## src/rtl/qfx_pkg.sv

```systemverilog
package qfx_pkg;

  typedef enum logic [1:0] {
    QOP_ADDW = 2'b00,
    QOP_ADDS = 2'b01,
    QOP_SUB  = 2'b10,
    QOP_MUL  = 2'b11
  } qop_e;

endpackage

```

## src/rtl/qfx_addsub.sv

```systemverilog
module qfx_addsub #(
  parameter int W = 16
) (
  input  logic [W-1:0] a,
  input  logic [W-1:0] b,
  input  logic         sub_sel,
  input  logic         sat_en,
  output logic [W-1:0] res,
  output logic         clamped
);

  localparam logic [W-1:0] MAXW = {1'b0, {(W-1){1'b1}}};
  localparam logic [W-1:0] MINW = {1'b1, {(W-1){1'b0}}};

  logic signed [W:0] ext_a;
  logic signed [W:0] ext_b;
  logic signed [W:0] sum_full;
  logic              ovf;

  always_comb begin
    ext_a    = {a[W-1], a};
    ext_b    = {b[W-1], b};
    sum_full = sub_sel ? (ext_a - ext_b) : (ext_a + ext_b);
    // the extra bit disagrees with the word's sign bit only when out of range
    ovf      = sum_full[W] ^ sum_full[W-1];
    clamped  = sat_en & ovf;
    if (clamped) begin
      res = sum_full[W] ? MINW : MAXW;
    end else begin
      res = sum_full[W-1:0];
    end
  end

endmodule

```

## src/rtl/qfx_mul.sv

```systemverilog
module qfx_mul #(
  parameter int W    = 16,
  parameter int FRAC = 8
) (
  input  logic [W-1:0] a,
  input  logic [W-1:0] b,
  output logic [W-1:0] res,
  output logic         clamped
);

  // one guard bit above the full product so the rounding add cannot wrap
  localparam int PW = 2 * W + 1;
  localparam logic signed [PW-1:0] HALF = PW'(64'sd1 <<< (FRAC - 1));
  localparam logic signed [PW-1:0] MAXV = PW'((64'sd1 <<< (W - 1)) - 64'sd1);
  localparam logic signed [PW-1:0] MINV = PW'(-(64'sd1 <<< (W - 1)));

  logic signed [PW-1:0] ext_a;
  logic signed [PW-1:0] ext_b;
  logic signed [PW-1:0] prod;
  logic signed [PW-1:0] rounded;
  logic signed [PW-1:0] scaled;

  always_comb begin
    ext_a   = PW'($signed(a));
    ext_b   = PW'($signed(b));
    prod    = ext_a * ext_b;
    rounded = prod + HALF;
    scaled  = rounded >>> FRAC;
    if (scaled > MAXV) begin
      res     = MAXV[W-1:0];
      clamped = 1'b1;
    end else if (scaled < MINV) begin
      res     = MINV[W-1:0];
      clamped = 1'b1;
    end else begin
      res     = scaled[W-1:0];
      clamped = 1'b0;
    end
  end

endmodule

```

## src/rtl/qfx_alu.sv

```systemverilog
module qfx_alu
  import qfx_pkg::*;
#(
  parameter int W         = 16,
  parameter int FRAC_BITS = 8
) (
  input  logic         clk,
  input  logic         rst_n,
  input  logic [W-1:0] op_a,
  input  logic [W-1:0] op_b,
  input  logic [1:0]   op_sel,
  output logic [W-1:0] result,
  output logic         sat_flag
);

  localparam logic [W-1:0] MAXW = {1'b0, {(W-1){1'b1}}};
  localparam logic [W-1:0] MINW = {1'b1, {(W-1){1'b0}}};

  generate
    if (FRAC_BITS < 1 || FRAC_BITS > W - 1) begin : g_bad_frac
      $error("FRAC_BITS out of range");
    end
  endgenerate

  // reset: asserted asynchronously, released on the second clock edge
  logic [1:0] rst_pipe;
  logic       core_rst_n;

  always_ff @(posedge clk or negedge rst_n) begin
    if (!rst_n) rst_pipe <= 2'b00;
    else        rst_pipe <= {rst_pipe[0], 1'b1};
  end
  assign core_rst_n = rst_pipe[1];

  qop_e op;
  assign op = qop_e'(op_sel);

  logic [W-1:0] as_res;
  logic         as_clamp;
  logic [W-1:0] mul_res;
  logic         mul_clamp;

  qfx_addsub #(.W(W)) u_addsub (
    .a       (op_a),
    .b       (op_b),
    .sub_sel (op == QOP_SUB),
    .sat_en  (op == QOP_ADDS),
    .res     (as_res),
    .clamped (as_clamp)
  );

  qfx_mul #(.W(W), .FRAC(FRAC_BITS)) u_mul (
    .a       (op_a),
    .b       (op_b),
    .res     (mul_res),
    .clamped (mul_clamp)
  );

  logic [W-1:0] nxt_result;
  logic         nxt_flag;
  logic         load_en;
  logic         res_live;

  always_comb begin
    load_en = 1'b1;
    if (op == QOP_MUL) begin
      nxt_result = mul_res;
      nxt_flag   = mul_clamp;
    end else begin
      nxt_result = as_res;
      nxt_flag   = as_clamp;
    end
  end

  always_ff @(posedge clk or negedge core_rst_n) begin
    if (!core_rst_n) begin
      result   <= '0;
      sat_flag <= 1'b0;
      res_live <= 1'b0;
    end else if (load_en) begin
      result   <= nxt_result;
      sat_flag <= nxt_flag;
      res_live <= 1'b1;
    end
  end

  // a raised flag always carries one of the two limits
  p_clamp_limit_r4: assert property (@(posedge clk) disable iff (!core_rst_n)
    sat_flag |-> (result == MAXW || result == MINW));

  p_no_flag_wrap_r3: assert property (@(posedge clk) disable iff (!core_rst_n)
    (res_live && $past(op_sel) == QOP_ADDW) |-> !sat_flag);

  p_no_flag_sub_r5: assert property (@(posedge clk) disable iff (!core_rst_n)
    (res_live && $past(op_sel) == QOP_SUB) |-> !sat_flag);

  p_clamp_side_r4: assert property (@(posedge clk) disable iff (!core_rst_n)
    (res_live && sat_flag && $past(op_sel) == QOP_ADDS)
      |-> (result == ($past(op_a[W-1]) ? MINW : MAXW)));

  p_mixed_sign_exact_r8: assert property (@(posedge clk) disable iff (!core_rst_n)
    (res_live && $past(op_sel) == QOP_ADDS && ($past(op_a[W-1]) != $past(op_b[W-1])))
      |-> (!sat_flag && result == W'($past(op_a) + $past(op_b))));

  p_mul_zero_r6: assert property (@(posedge clk) disable iff (!core_rst_n)
    (res_live && $past(op_sel) == QOP_MUL && $past(op_a) == '0)
      |-> (result == '0 && !sat_flag));

endmodule

```

## config.mk

```make
export PLATFORM = sky130hd
export DESIGN_NAME = qfx_alu
export DESIGN_NICKNAME = d
export VERILOG_FILES = /design/src/rtl/qfx_pkg.sv /design/src/rtl/qfx_addsub.sv /design/src/rtl/qfx_mul.sv /design/src/rtl/qfx_alu.sv
export SDC_FILE = /design/constraint.sdc
export NUM_CORES = 1
export LEC_CHECK = 0
export CAP_MARGIN = 20
export CORE_MARGIN = 2
export CORE_UTILIZATION = 34
export DETAILED_ROUTE_END_ITERATION = 12
export SYNTH_ARGS = -nofsm -noshare
export SYNTH_HDL_FRONTEND = slang
export SYNTH_SLANG_ARGS = --single-unit
```

## constraint.sdc

```tcl
create_clock -name clk -period 0.8 [get_ports clk]
set_input_delay 0.12 -clock clk [delete_from_list [all_inputs] [get_ports clk]]
set_output_delay 0.12 -clock clk [all_outputs]
set_load 0.005 [all_outputs]
```

### Word level (Yosys, flattened, before mapping)

Index checks and enable logic that the tools add are counted.

| cells by class | value |
|---|---|
| add/sub/neg operators | 3 |
| $mul | 1 |
| $lt $le $gt $ge | 2 |
| eq/ne operators | 3 |
| mux-type cells | 9 |
| bitwise gates (word level) | 2 |

Operators by type and width:

| cell | number |
|---|---|
| two-way mux 16 bit | 5 |
| adder 32 x 9 -> 33 bit, second input constant | 1 |
| multiplier 16 x 16 -> 32 bit | 1 |
| greater-than comparator 25 x 16 -> 1 bit, second input constant | 1 |
| less-than comparator 25 x 16 -> 1 bit, second input constant | 1 |
| adder 16 x 16 -> 17 bit | 1 |
| two-way mux 17 bit | 1 |
| subtractor 16 x 16 -> 17 bit | 1 |
| equality test 2 bit, second input constant | 2 |
| two-way mux 1 bit | 3 |
| equality test 2 x 1 -> 1 bit, second input constant | 1 |
| AND 1 bit | 1 |
| bitwise XOR 1 bit | 1 |

| storage, ports and cells | value |
|---|---|
| register bits after elaboration | 19 |
| bits of input ports | 36 |
| output and inout bits | 17 |
| word-level logic and storage cells | 23 |

### Depth between registers and ports, before layout

| depth | value |
|---|---|
| depth in word-level cells | 6 |
| gate-level depth with buffers | 28 |
| depth with buffers taken out | 24 |

### Cells and area by module

From an unflattened synthesis, not the netlist that was laid out.

| second synthesis, totals | value |
|---|---|
| cell total of the unflattened synthesis | 1444 |
| area, all modules | 12653.4 um2 |

Modules (own cells, without submodules):

| module | times used | cells an instance | area each (um2) | seq. area each (um2) |
|---|---|---|---|---|
| qfx_mul | 1 | 1188 | 10397.5 | 0.0 |
| qfx_addsub | 1 | 215 | 1498.9 | 0.0 |
| qfx_alu | 1 | 41 | 757.0 | 475.5 |

### Worst setup path after synthesis

No wires, ideal clock.

| timing | value |
|---|---|
| kind | input port to flip-flop |
| from | input port op_b[9] |
| to | register result[10] |
| setup time | 0.130 ns |
| data arrival time | 6.353 ns |
| data required time | 0.670 ns |
| slack | -5.682 ns |
| stages | 26 |
| buffers on the path | 4 |
| cells stage by stage | clkbuf_1 buf_1 nand2_1 fa_1 inv_1 fa_1 inv_1 fa_1 inv_1 fa_1 fa_1 inv_1 fa_1 inv_1 ha_1 buf_2 nand4_1 a211oi_1 a211oi_1 o41ai_4 a31oi_1 xnor2_1 nor4_1 a31o_1 buf_2 o22ai_1 |

| between the ends | value |
|---|---|
| longest elaborated chain between the ends | 6 |
| elaborated cells between the ends (all ways) | 14 |
| those cells by class | add/sub: 3; mul: 1; order compare: 2; mux: 6; bitwise: 2 |

Ends and longest elaborated chain:

| what | line | source |
|---|---|---|
| from (decl) | qfx_alu.sv:10 | `input logic [W-1:0] op_b,` |
| multiplier 16 x 16 -> 32 bit (tied with other cells) | qfx_mul.sv:26 | `prod = ext_a * ext_b;` |
| adder 32 x 9 -> 33 bit / two-way mux 17 bit (equally long branches) | qfx_mul.sv:27, qfx_addsub.sv:23 |  |
| less-than comparator 25 x 16 -> 1 bit / bitwise XOR 1 bit (equally long branches) | qfx_mul.sv:32, qfx_addsub.sv:25 |  |
| two-way mux 16 bit / AND 1 bit (equally long branches) | qfx_mul.sv:32, qfx_addsub.sv:26 |  |
| two-way mux 16 bit, on equally long branches | qfx_mul.sv:29, qfx_addsub.sv:27 |  |
| two-way mux 16 bit * | qfx_alu.sv:66 | `if (op == QOP_MUL) begin` |
| via nxt_result[10] | qfx_alu.sv:59 | `logic [W-1:0] nxt_result;` |
| to (signal assigned) | qfx_alu.sv:81 | `result <= nxt_result;` |
| to (decl) | qfx_alu.sv:12 | `output logic [W-1:0] result,` |

The timed path passes the listed nets; every way through them passes the cells marked *.

### Final worst setup path

| timing | value |
|---|---|
| from | input port op_b[9] |
| to | register sat_flag |

| between the ends | value |
|---|---|
| longest elaborated chain between the ends | 6 |
| elaborated cells between the ends (all ways) | 12 |
| those cells by class | add/sub: 3; mul: 1; order compare: 2; mux: 4; bitwise: 2 |

Ends and longest elaborated chain:

| what | line | source |
|---|---|---|
| multiplier 16 x 16 -> 32 bit | qfx_mul.sv:26 |  |
| adder 32 x 9 -> 33 bit | qfx_mul.sv:27 | `rounded = prod + HALF;` |
| less-than comparator 25 x 16 -> 1 bit | qfx_mul.sv:32 | `end else if (scaled < MINV) begin` |
| two-way mux 1 bit | qfx_mul.sv:32 |  |
| two-way mux 1 bit | qfx_mul.sv:29 | `if (scaled > MAXV) begin` |
| two-way mux 1 bit * | qfx_alu.sv:66 |  |
| via nxt_flag | qfx_alu.sv:60 | `logic nxt_flag;` |
| to (signal assigned) | qfx_alu.sv:82 | `sat_flag <= nxt_flag;` |
| to (decl) | qfx_alu.sv:13 | `output logic sat_flag` |

Marked as above.

==> out/metrics.cfg <==
[floorplanning]
fp.dieArea_mm2=0.0381
initial_standard_cell_utilization_of_the_core_pct=34.3
top_level_ports=53
die_w_um=195
die_h_um=195
core-area_mm2=0.0363
rows=70

[grt]
grt_remaining_overflow=0
grt_start_max_net_pins=31
global_route.usage.met3_pct=2.88
global_route_usage_sum_pct=21.1
antenna_found_initial=0
wire_length_of_the_first_global_routing_pass_mm=63.3
number_of_global_route_vias_before_repair=12200
grt.busiest_layer=met2
met1_capacity_usage_during_global_routing_pct=27.6
use_met2_pct=37.2

[drt]
routed_via_density=4.93
route.final.wire_length_mm=39.1
dr_total_vias=11100
first_pass_iters=7
wire_per_inst_um=17.4
antenna_left=0
drc=0
first_iter_violations=590

[clock_tree]
cts.sinks=19
h-tree-depth=1
clk_latency_ns=0.25
clkTransAtPathRegs_ns=0.05
cts_root_buf=clkbuf_16
tritoncts=yes
cts-root-to-sink-buffers=2
postCtsHoldBufs=0
cts_inserted_buffers=3

[finish]
finalNetCount=2185
layout.cells.non_filler=2253
antenna_cells=0
post_route_cells_drive_above_1_share_pct=37.0
area_growth_syn_to_layout_pct=42.8

[placed_design]
place_congestion=0.900
place_worst_setup_slack_ns=-6.19
hpwl_mm=29.6
port-buffer-count=52
place_inst=2140

[worst_setup_path]
timing_worst_setup_path_type=in2reg
startpoint_type=input port
required_time_of_the_worst_setup_path_ns=0.94
worst_ep_arrival_time_ns=6.24
critPathMaxFanout=8
worst_setup_path_end_kind=register

[yosys]
ys_top_cells_by_count=334 x inv_1, 268 x fa_1, 149 x nand2_1
synth.area.top_cells=fa_1 43%, inv_1 10%, ha_1 9.6%
synth_most_common_cell=inv_1
syn_area_per_cell_um2=8.73
synth-seq-area-share_pct=3.83
synthesis.yosys.warnings=0
synth.lib_cells_used.distinct=70
post-synth-top-area-cell=fa_1
synth_top_flop_cell=dfrtp_1
synth_edf_count=0
asyncSetResetFlopFracSynth_pct=100
postSynthNetCount=1821
synthesis.instances=1422
yosys_register_bits=19
synth_top_area_share_pct=43.2
synth_area_mm2=0.0124

[outcome]
violated_checks=setup timing
result_of_the_run=finished with violations

[hold_path]
min-delay-path-class=in2async

[sta]
hold_ws_ns=0.0275
final_critical_delay_including_setup_and_external_delays_ns=6.11
max_slew.worst_pin.slew_ns=0.522
finalSetupViolations=34
finalHoldViolCount=0
slew_violations=0
maxClockFrequency_ghz=0.164
setup_repair_after_global_routing_missed_its_margin=yes
timing.final.crit_share_pct=763
clock-skew-final_ns=0.00157
relSlewSlack_pct=65.0
postLayoutSetupSlackWorst_ns=-5.31

[flow_run]
drv_cap=0

==> registers in the layout (all words and copies together), names as in the netlist <==
signal / cells
result: 16
rst_pipe: 2
sat_flag: 1
==> timing repair <==
| action | in CTS | in global routing |
|---|---|---|
| cloned | 14 | 0 |
| setup endpoints to repair | 34 | 34 |
| pin swaps | 108 | 118 |
| setup buffers | 81 | 23 |
| gates resized for setup | 329 | 159 |
==> metrics by stage <==
stage	utilization [%]	cell area (µm²)	setup TNS [ns]
2_1_floorplan	-	12900	-86.27
3_3_place_gp	43.3	15700	-104.34
3_5_place_dp	43.3	15700	-105.85
4_1_cts	47.3	17100	-90.80
5_1_grt	48.9	17700	-92.45
6_report	48.9	17700	-89.93
==> final timing paths <==
check	end	depth (start not counted)	slack, ns	from
setup / recovery	sat_flag$_DFF_PN0_	25	-5.31	op_b[9]
hold / removal	rst_pipe[0]$_DFF_PN0_	1	0.03	rst_n
setup reg to reg	rst_pipe[1]$_DFF_PN0_	0	0.34	rst_pipe[0]$_DFF_PN0_
hold reg to reg	result[15]$_DFF_PN0_	1	0.19	rst_pipe[1]$_DFF_PN0_
max in group asynchronous	result[11]$_DFF_PN0_	1	0.42	rst_pipe[1]$_DFF_PN0_
min in group clk	rst_pipe[1]$_DFF_PN0_	0	0.35	rst_pipe[0]$_DFF_PN0_
==> layout by cell type, fill, tap and decap left out, types with 22 or more instances in the layout <==
cell       n
a21oi_1   30
buf_12    22
o21ai_0   26
inv_2     29
inv_1    302
and2_1    86
fa_1     238
xnor2_1   43
and2_4    33
buf_2     26
buf_4    293
nor2_1    36
buf_6     50
ha_1      74
fa_2      30
nand2_1  133
==> cell families after synthesis <==
family / count (synthesis) / share of synthesized area (%)
XOR/XNOR: 65 / 4.64
adder cells (fa/ha/maj): 363 / 52.8
multiplexers: 1 / 0.0806
flip-flops: 19 / 3.83
AO/OA/AOI/OAI: 191 / 10.5
other: 1 / 0.0302
AND/OR/NAND/NOR: 381 / 15.5
buffers and inverters: 401 / 12.7
==> layer usage <==
metal / share of wire [%] / up-vias
met5: 0 / -
met4: 2.4 / 0
met3: 7.0 / 56
met2: 49 / 337
met1: 42 / 5623
li1: - / 5096
==> area by class of cell <==
cell class,count,area (µm²)
Fill cell,3373,18500
Inverter,334,1260
Clock buffer,3,75.1
Multi-Input combinational cell,1003,11500
Clock inverter,1,5.00
Tap cell,468,586
Timing Repair Buffer,425,3870
Sequential cell,19,475
==> worst max-delay path, stage by stage <==
cell and delay (ns):
clkbuf_4 0.15, buf_12 0.15, buf_4 0.13, and2_4 0.15, fa_2 0.46, buf_6 0.14
buf_4 0.13, fa_2 0.52, inv_2 0.04, fa_1 0.53, inv_1 0.05, fa_1 0.45
fa_1 0.51, fa_1 0.46, ha_4 0.34, buf_6 0.11, and3_4 0.18, and2_4 0.15
a211oi_1 0.06, a21oi_2 0.13, nand2_2 0.07, a311oi_4 0.29, nand4b_1 0.15, o41a_1 0.44
o31a_1 0.31
Power is left out: the tool's default activity adds up to more than one toggle a clock period on the data nets, which glitch-free logic cannot reach.
